$ cat src/rtl/lru_pkg.sv
// Package lru_pkg
// Shared helpers for the LRU tracker.
// Assumes: entry counts of at least 2.
package lru_pkg;

    // Index width for an entry count, never less than one bit.
    function automatic int idx_w(input int n);
        return (n > 1) ? $clog2(n) : 1;
    endfunction

endpackage

$ cat src/rtl/lru_age_matrix.sv
// Module lru_age_matrix
// Stores the older-than relation for every pair i<j as one flop, and
// derives the lower triangle by inversion. The diagonal is constant 1.
// older_flat[i*WAYS+j] = 1 means entry i is older than entry j.
// Assumes: acc_idx < WAYS whenever acc_valid is high.
module lru_age_matrix
    import lru_pkg::*;
#(
    parameter  int WAYS  = 4,
    localparam int IDX_W = idx_w(WAYS)
) (
    input  logic                 clk,
    input  logic                 rst_n,
    input  logic                 acc_valid,
    input  logic [IDX_W-1:0]     acc_idx,
    output logic [WAYS*WAYS-1:0] older_flat
);

    for (genvar gi = 0; gi < WAYS; gi++) begin : g_row
        for (genvar gj = 0; gj < WAYS; gj++) begin : g_col
            if (gi == gj) begin : g_diag
                assign older_flat[gi*WAYS+gj] = 1'b1;
            end else if (gi < gj) begin : g_pair
                logic rel_q;
                // Pair flop: reset makes the higher index older; an access clears its row, sets its column.
                always_ff @(posedge clk) begin
                    if (!rst_n)
                        rel_q <= 1'b0;
                    else if (acc_valid && acc_idx == IDX_W'(gi))
                        rel_q <= 1'b0;
                    else if (acc_valid && acc_idx == IDX_W'(gj))
                        rel_q <= 1'b1;
                end
                assign older_flat[gi*WAYS+gj] = rel_q;
                assign older_flat[gj*WAYS+gi] = ~rel_q;
            end
        end
    end

    // Row view for the checks below.
    logic [WAYS-1:0] row_v [WAYS];
    for (genvar gr = 0; gr < WAYS; gr++) begin : g_rowv
        assign row_v[gr] = older_flat[gr*WAYS +: WAYS];
    end

    // without a valid access the relations hold
    p_hold_r5: assert property (@(posedge clk) disable iff (!rst_n)
        !acc_valid |=> $stable(older_flat));

    // the accessed row is older than nobody except itself
    p_row_clear_r3: assert property (@(posedge clk) disable iff (!rst_n)
        acc_valid |=> row_v[$past(acc_idx)] == (WAYS'(1) << $past(acc_idx)));

    // a repeated access changes nothing
    p_repeat_r7: assert property (@(posedge clk) disable iff (!rst_n)
        (acc_valid && $past(acc_valid) && $past(rst_n) && acc_idx == $past(acc_idx))
        |=> $stable(older_flat));

endmodule

$ cat src/rtl/lru_victim_find.sv
// Module lru_victim_find
// Flags the entry whose whole row is ones, that is, the entry older than all others.
// Assumes: the relation matrix is a consistent total order.
module lru_victim_find #(
    parameter int WAYS = 4
) (
    input  logic                 clk,
    input  logic                 rst_n,
    input  logic [WAYS*WAYS-1:0] older_flat,
    output logic [WAYS-1:0]      victim_oh
);

    for (genvar gi = 0; gi < WAYS; gi++) begin : g_and
        // Row reduction: entry gi is older than every entry.
        assign victim_oh[gi] = &older_flat[gi*WAYS +: WAYS];
    end

    // exactly one entry is the victim
    p_single_victim_r1: assert property (@(posedge clk) disable iff (!rst_n)
        $countones(victim_oh) == 1);

endmodule

$ cat src/rtl/lru_onehot_enc.sv
// Module lru_onehot_enc
// Converts a one-hot vector to its binary position.
// Assumes: at most one input bit is set.
module lru_onehot_enc
    import lru_pkg::*;
#(
    parameter  int WAYS  = 4,
    localparam int IDX_W = idx_w(WAYS)
) (
    input  logic [WAYS-1:0]  onehot,
    output logic [IDX_W-1:0] index
);

    // OR together the positions of all set bits.
    always_comb begin
        index = '0;
        for (int i = 0; i < WAYS; i++) begin
            if (onehot[i]) index = index | IDX_W'(i);
        end
    end

endmodule

$ cat src/rtl/lru_matrix_tracker.sv
// Module lru_matrix_tracker
// True-LRU tracker for WAYS entries built on a pairwise age matrix.
// The victim outputs are combinational from the stored order.
// Assumes: 2 <= WAYS <= 8 and acc_idx < WAYS while acc_valid is high.
module lru_matrix_tracker
    import lru_pkg::*;
#(
    parameter  int WAYS  = 4,
    localparam int IDX_W = idx_w(WAYS)
) (
    input  logic             clk,
    input  logic             rst_n,
    input  logic             acc_valid,
    input  logic [IDX_W-1:0] acc_idx,
    output logic [IDX_W-1:0] victim_idx,
    output logic [WAYS-1:0]  victim_oh
);

    logic [WAYS*WAYS-1:0] older_flat;

    lru_age_matrix #(.WAYS(WAYS)) u_matrix (
        .clk        (clk),
        .rst_n      (rst_n),
        .acc_valid  (acc_valid),
        .acc_idx    (acc_idx),
        .older_flat (older_flat)
    );

    lru_victim_find #(.WAYS(WAYS)) u_find (
        .clk        (clk),
        .rst_n      (rst_n),
        .older_flat (older_flat),
        .victim_oh  (victim_oh)
    );

    lru_onehot_enc #(.WAYS(WAYS)) u_enc (
        .onehot (victim_oh),
        .index  (victim_idx)
    );

    // reset leaves the highest index as the victim
    p_reset_order_r2: assert property (@(posedge clk)
        !rst_n |=> victim_idx == IDX_W'(WAYS - 1));

    // the entry just accessed is not the victim
    p_mru_not_victim_r3: assert property (@(posedge clk) disable iff (!rst_n)
        acc_valid |=> !victim_oh[$past(acc_idx)]);

    // the index points at the set bit
    p_enc_match_r9: assert property (@(posedge clk) disable iff (!rst_n)
        victim_oh[victim_idx]);

endmodule

$ cat config.mk
export PLATFORM = sky130hd
export DESIGN_NAME = lru_matrix_tracker
export DESIGN_NICKNAME = d
export VERILOG_FILES = /design/src/rtl/lru_pkg.sv /design/src/rtl/lru_age_matrix.sv /design/src/rtl/lru_victim_find.sv /design/src/rtl/lru_onehot_enc.sv /design/src/rtl/lru_matrix_tracker.sv
export SDC_FILE = /design/constraint.sdc
export NUM_CORES = 1
export LEC_CHECK = 0
export ABC_AREA = 1
export CAP_MARGIN = 10
export CORE_AREA = 3 3 40 42
export CTS_CLUSTER_SIZE = 14
export DETAILED_ROUTE_END_ITERATION = 8
export DIE_AREA = 0 0 43 45
export PLACE_DENSITY = 0.41
export SKIP_CTS_REPAIR_TIMING = 1
export SLEW_MARGIN = 25
export SYNTH_ARGS = -nofsm -noshare
export SYNTH_HDL_FRONTEND = slang
export SYNTH_SLANG_ARGS = --single-unit
$ cat constraint.sdc
create_clock -name clk -period 0.8 [get_ports clk]
set_input_delay 0.12 -clock clk [delete_from_list [all_inputs] [get_ports clk]]
set_output_delay 0.12 -clock clk [all_outputs]
set_load 0.05 [all_outputs]
==> results.json, run 1 <==
{
  "synthCells": 43,
  "synth_top_cell_area_share_pct": 43.84,
  "multi_input_area_um2": 200.2,
  "fin_crit_sh_pct": 145.4,
  "rsz0062_at_grt": "yes",
  "finalNonFillerCells": 79,
  "critPathMaxStageDelay_ns": 0.33,
  "synth_fp_nets": 48,
  "clk_path_buf_depth": 2,
  "cts_tree": "done",
  "drv_slew": 0,
  "final_cell_mix": "nor2_1 (7), nand2_1 (6), buf_12 (6), buf_4 (6), dfxtp_2 (4)",
  "synth_compound_area_share_pct": 6.393,
  "path_cells": "inv_2 -> nand3_4 -> clkinvlp_4 -> buf_12",
  "path_delay_family": "flip-flops",
  "largest-register": "u_matrix.g_row.g_col.g_pair.rel_q",
  "cp_num_buf_inv": 3,
  "htree_levels": 1,
  "cts-root-buf": "clkbuf_4",
  "clk_latency_ns": 0.25,
  "cp_data_required_time_ns": 0.68,
  "layout_commonest_cell": "nor2_1",
  "maxCapViolCount": 0,
  "seq_area_um2": 132.6,
  "timing_hold_violations_final": 0,
  "hpwlAfterDp_um": 667.4,
  "grt-ovfl-total": 0,
  "core-area_um2": 1285,
  "die_width_um": 43,
  "synthAdderAreaFrac_pct": 0,
  "setup.worst_path.end_class": "output pin",
  "die_y_um": 45,
  "setup_violations": 8,
  "vdd_drop_max_mv": 0.6942,
  "wl_um": 824,
  "worst_slew_pin_slew_ns": 0.2126,
  "grt_max_degree": 6,
  "hold_ws_ns": 0.2632,
  "area_delta_synth_final_pct": 138.8,
  "slowest_stage": "dfxtp_2",
  "numCtsBuffers": 3,
  "crit_arrival_ns": 1.04,
  "violations": "setup timing",
  "postLayoutCoreUtil_pct": 50.93,
  "yosys_warnings": 0,
  "port_buffers": 10,
  "nets": 70,
  "track_usage_pct": 10.65,
  "critPathMaxFanout": 3,
  "ys_seq_area_share_pct": 43.84,
  "fin_skew_ns": 0,
  "setup_ws_ns": -0.3636,
  "clk_pin_slew_worst_paths_ns": 0.05,
  "postRouteAntennaNets": 0,
  "firstDrtPassIters": 4,
  "drc": 0,
  "synth.distinct_cells": 10,
  "synth_area_um2": 274.0,
  "rows": 13,
  "synth_top_family_by_area": "simple AND/OR/NAND/NOR gates",
  "die_area_um2": 1935,
  "viasPerCell": 4.253,
  "drtIter0Drc": 1,
  "status": "finished with violations",
  "grt_pass1_wl_mm": 1.400,
  "clkSinkCount": 6,
  "holdCritPathClass": "primary input to flip-flop",
  "start_kind": "flip-flop",
  "fmax_mhz": 859.4,
  "power_uw": 981.0,
  "synth_area_per_cell_um2": 6.372,
  "initial_core_util_pct": 21.32,
  "synth_area_leaders": "dfxtp_1 (44%), inv_1 (14%), nand2_1 (12%)",
  "synth_seq_cells": 6,
  "largest_register_ffs": 6,
  "nFillCells": 119,
  "layout-drive-gt1-share_pct": 62.50,
  "power.leakage_uw": 0.0003031,
  "slew_headroom_pct": 85.80,
  "synth_xor_area_share_pct": 0,
  "grt_antenna_before_repair": 0,
  "gp_congestion": 0.7146,
  "yosysTopAreaCell": "dfxtp_1",
  "critPathKind": "flip-flop to output pin",
  "placed_cells": 70,
  "power-per-cell-area_nw_per_um2": 1499,
  "synth-simple-area-share_pct": 36.07,
  "grt_pass1_vias": 333,
  "reg.largest.list": "u_matrix.g_row.g_col.g_pair.rel_q: 6 flops",
  "num_antenna_cells": 0,
  "wl_per_cell_um": 10.43,
  "finalCriticalPeriod_ns": 1.164,
  "muxShareOfSynthArea_pct": 0,
  "vias": 336,
  "ios": 11
}
## final timing paths
path,start,endpoint,slack [ns],depth (start not counted)
hold / removal,acc_idx[0],u_matrix.g_row[0].g_col[2].g_pair.rel_q,0.26,4
hold reg to reg,u_matrix.g_row[0].g_col[2].g_pair.rel_q,u_matrix.g_row[0].g_col[2].g_pair.rel_q,0.49,2
setup reg to reg,u_matrix.g_row[1].g_col[3].g_pair.rel_q,u_matrix.g_row[1].g_col[3].g_pair.rel_q,-0.06,6
setup / recovery,u_matrix.g_row[1].g_col[3].g_pair.rel_q,victim_oh[3],-0.36,4
## stage by stage
stage / instance area (um^2) / TNS (ns) / worst slack [ns]
2_1_floorplan: 364.1 / -0.4427 / -0.1430
3_3_place_gp: 558.0 / -1.916 / -0.2604
3_5_place_dp: 558.0 / -2.263 / -0.3344
4_1_cts: 584.3 / -2.337 / -0.3859
5_1_grt: 654.4 / -2.403 / -0.4021
6_report: 654.4 / -2.070 / -0.3636
## routing by layer
| layer | global-route usage, % | wire [um] | up-vias |
|---|---|---|---|
| met3 | 3.586 | 48 | 5 |
| li1 | - | - | 171 |
| met2 | 18.56 | 448 | 14 |
| met5 | 0 | 0 | - |
| met4 | 10.84 | 34 | 0 |
| met1 | 9.375 | 292 | 146 |
## synthesized netlist by cell type (all sizes together)
cell type	n
inv	10
nor2	10
nand2	9
dfxtp	6
nand3	4
a21boi	1
a21oi	1
nor3	1
o21ai	1
## power breakdown
group / internal [uW] / switching (uW) / total (uW)
Sequential: 314 / 19.0 / 333
Clock: 190 / 122 / 311
Combinational: 158 / 178 / 336
Total: 662 / 319 / 981
## area by class of cell
cell class / count / share of cell area, %
clock buffer: 4 / 4.015
inverter: 10 / 8.031
multi-input combinational: 27 / 30.59
sequential: 6 / 20.27
tap: 15 / 2.868
timing repair buffer: 17 / 34.23
## logic make-up after synthesis
kind of cell,count (synthesis)
simple gates,24
buf+inv,10
flops,6
compound gates,3
## worst reg2reg max path: cells and delay by family (launching register included)
kind	cells	cell delay, ns
flip-flops	1	0.33
buffers and inverters	4	0.32
AND/OR/NAND/NOR	2	0.14
(Power assumes the default switching activity.)
==> run 2: changes to the inputs <==
--- a/config.mk
+++ b/config.mk
@@ -11,7 +11,7 @@
 export CTS_CLUSTER_SIZE = 14
 export DETAILED_ROUTE_END_ITERATION = 8
 export DIE_AREA = 0 0 43 45
-export PLACE_DENSITY = 0.41
+export PLACE_DENSITY = 0.49
 export SKIP_CTS_REPAIR_TIMING = 1
 export SLEW_MARGIN = 25
 export SYNTH_ARGS = -nofsm -noshare
==> run 2 against run 1 <==
The run still ends with setup timing left. Register-to-register slack better by 0.05 ns. Largest power group is now registers. Count of clock-buffer cells in the layout stayed put. First-iteration DRC count is 100% higher. Critical path type unchanged.
==> results.json, run 2 (synthesis gave the netlist of run 1 again) <==
{
  "htree_levels": 1,
  "vias": 311,
  "critPathKind": "flip-flop to output pin",
  "layout-drive-gt1-share_pct": 65.57,
  "setup_ws_ns": -0.3728,
  "layout_commonest_cell": "nor2_1",
  "hpwlAfterDp_um": 542.4,
  "die_area_um2": 1935,
  "drv_slew": 0,
  "timing_hold_violations_final": 0,
  "placed_cells": 71,
  "viasPerCell": 4.092,
  "cts_tree": "done",
  "maxCapViolCount": 0,
  "status": "finished with violations",
  "timing.rr.end": "u_matrix.g_row[0].g_col[3].g_pair.rel_q",
  "setup.worst_path.end_class": "output pin",
  "start_kind": "flip-flop",
  "rrSetupSlack_ns": -0.01,
  "power.leakage_uw": 0.0002899,
  "worstHoldStart": "acc_idx[1]",
  "vdd_drop_max_mv": 0.8452,
  "crit_arrival_ns": 1.05,
  "firstDrtPassIters": 4,
  "slowest_stage": "dfxtp_2",
  "final_cell_mix": "nor2_1 (7), buf_12 (6), inv_2 (5), nand2_1 (5), dfxtp_2 (5)",
  "largest_register_ffs": 6,
  "slew_headroom_pct": 86.52,
  "cp.depth": 4,
  "postLayoutCoreUtil_pct": 49.56,
  "nFillCells": 129,
  "port_buffers": 10,
  "hold_depth": 3,
  "largest-register": "u_matrix.g_row.g_col.g_pair.rel_q",
  "drtIter0Drc": 2,
  "holdCritPathClass": "primary input to flip-flop",
  "wl_per_cell_um": 9.763,
  "worst_slew_pin_slew_ns": 0.2018,
  "cp_num_buf_inv": 3,
  "reg.largest.list": "u_matrix.g_row.g_col.g_pair.rel_q: 6 flops",
  "critPathMaxFanout": 3,
  "gp_congestion": 0.7540,
  "track_usage_pct": 8.340,
  "area_delta_synth_final_pct": 132.4,
  "drc": 0,
  "hold_ws_ns": 0.2557,
  "grt-ovfl-total": 0,
  "die_y_um": 45,
  "path_delay_family": "flip-flops",
  "fin_skew_ns": 0,
  "core-area_um2": 1285,
  "wl_um": 742,
  "clk_pin_slew_worst_paths_ns": 0.05,
  "fin_crit_sh_pct": 146.6,
  "nets": 67,
  "clkSinkCount": 6,
  "rsz0062_at_grt": "yes",
  "power-per-cell-area_nw_per_um2": 1522,
  "violations": "setup timing",
  "initial_core_util_pct": 21.32,
  "ios": 11,
  "rows": 13,
  "die_width_um": 43,
  "reg2reg_from": "u_matrix.g_row[0].g_col[3].g_pair.rel_q",
  "clk_latency_ns": 0.24,
  "critPathMaxStageDelay_ns": 0.36,
  "clk_path_buf_depth": 2,
  "setup_violations": 7,
  "cp_data_required_time_ns": 0.68,
  "grt_antenna_before_repair": 0,
  "finalNonFillerCells": 76,
  "finalCriticalPeriod_ns": 1.173,
  "grt_pass1_wl_mm": 1.069,
  "setup_tns_ns": -1.985,
  "grt_pass1_vias": 267,
  "min_to": "u_matrix.g_row[2].g_col[3].g_pair.rel_q",
  "postRouteAntennaNets": 0,
  "numCtsBuffers": 3,
  "cts-root-buf": "clkbuf_4",
  "path_cells": "inv_2 -> nand3_4 -> clkinvlp_4 -> buf_12",
  "fmax_mhz": 852.7,
  "r2r_cells": 6,
  "num_antenna_cells": 0,
  "grt_max_degree": 6
}
==> run 2: changes by cell type in the layout (fill, tap and decap cells not counted), sizes merged <==
cell  before  now
buf       13   10
==> run 2: layer usage <==
metal	up-vias	share of wire [%]	track usage (%)
li1	166	-	-
met1	134	37	7.506
met2	9	55	12.57
met3	2	6.9	5.976
met4	0	1.1	7.229
met5	-	0	0
==> run 2: worst max path at each step <==
stage / from / end / slack [ns]
floorplan: u_matrix.g_row[0].g_col[2].g_pair.rel_q / victim_oh[0] / -0.14
global placement: acc_valid / u_matrix.g_row[0].g_col[2].g_pair.rel_q / -0.29
detailed placement: acc_valid / u_matrix.g_row[0].g_col[2].g_pair.rel_q / -0.30
CTS: u_matrix.g_row[2].g_col[3].g_pair.rel_q / victim_oh[3] / -0.39
global route: u_matrix.g_row[2].g_col[3].g_pair.rel_q / victim_oh[3] / -0.43
finish: u_matrix.g_row[1].g_col[3].g_pair.rel_q / victim_oh[3] / -0.37
==> run 2: cell type report <==
class / instances / area [um^2] / area share, %
Inverter: 10 / 50.05 / 7.859
Tap cell: 15 / 18.77 / 2.947
Timing Repair Buffer: 14 / 209.0 / 32.81
Sequential cell: 6 / 130.1 / 20.43
Multi-Input combinational cell: 27 / 202.7 / 31.83
Clock buffer: 4 / 26.28 / 4.126
==> run 2: worst register-to-register path, stage by stage (launching register included) <==
cell	delay, ns
dfxtp_2	0.33
inv_4	0.05
buf_6	0.11
buf_6	0.10
nand2_2	0.06
inv_2	0.03
nor2_1	0.07
==> run 2: power by group <==
part	internal (uW)	switching [uW]
Sequential	317	18.5
Clock	189	117
Combinational	152	176
Total	658	312
==> run 2: through the flow <==
step	instance area (um^2)	setup slack, ns	total power (uW)
2_1_floorplan	364.1	-0.1430	510.2
3_3_place_gp	565.5	-0.2908	651.2
6_report	636.9	-0.3728	969.6
4_1_cts	591.8	-0.3864	963.6
3_5_place_dp	565.5	-0.2954	652.3
5_1_grt	636.9	-0.4287	1026
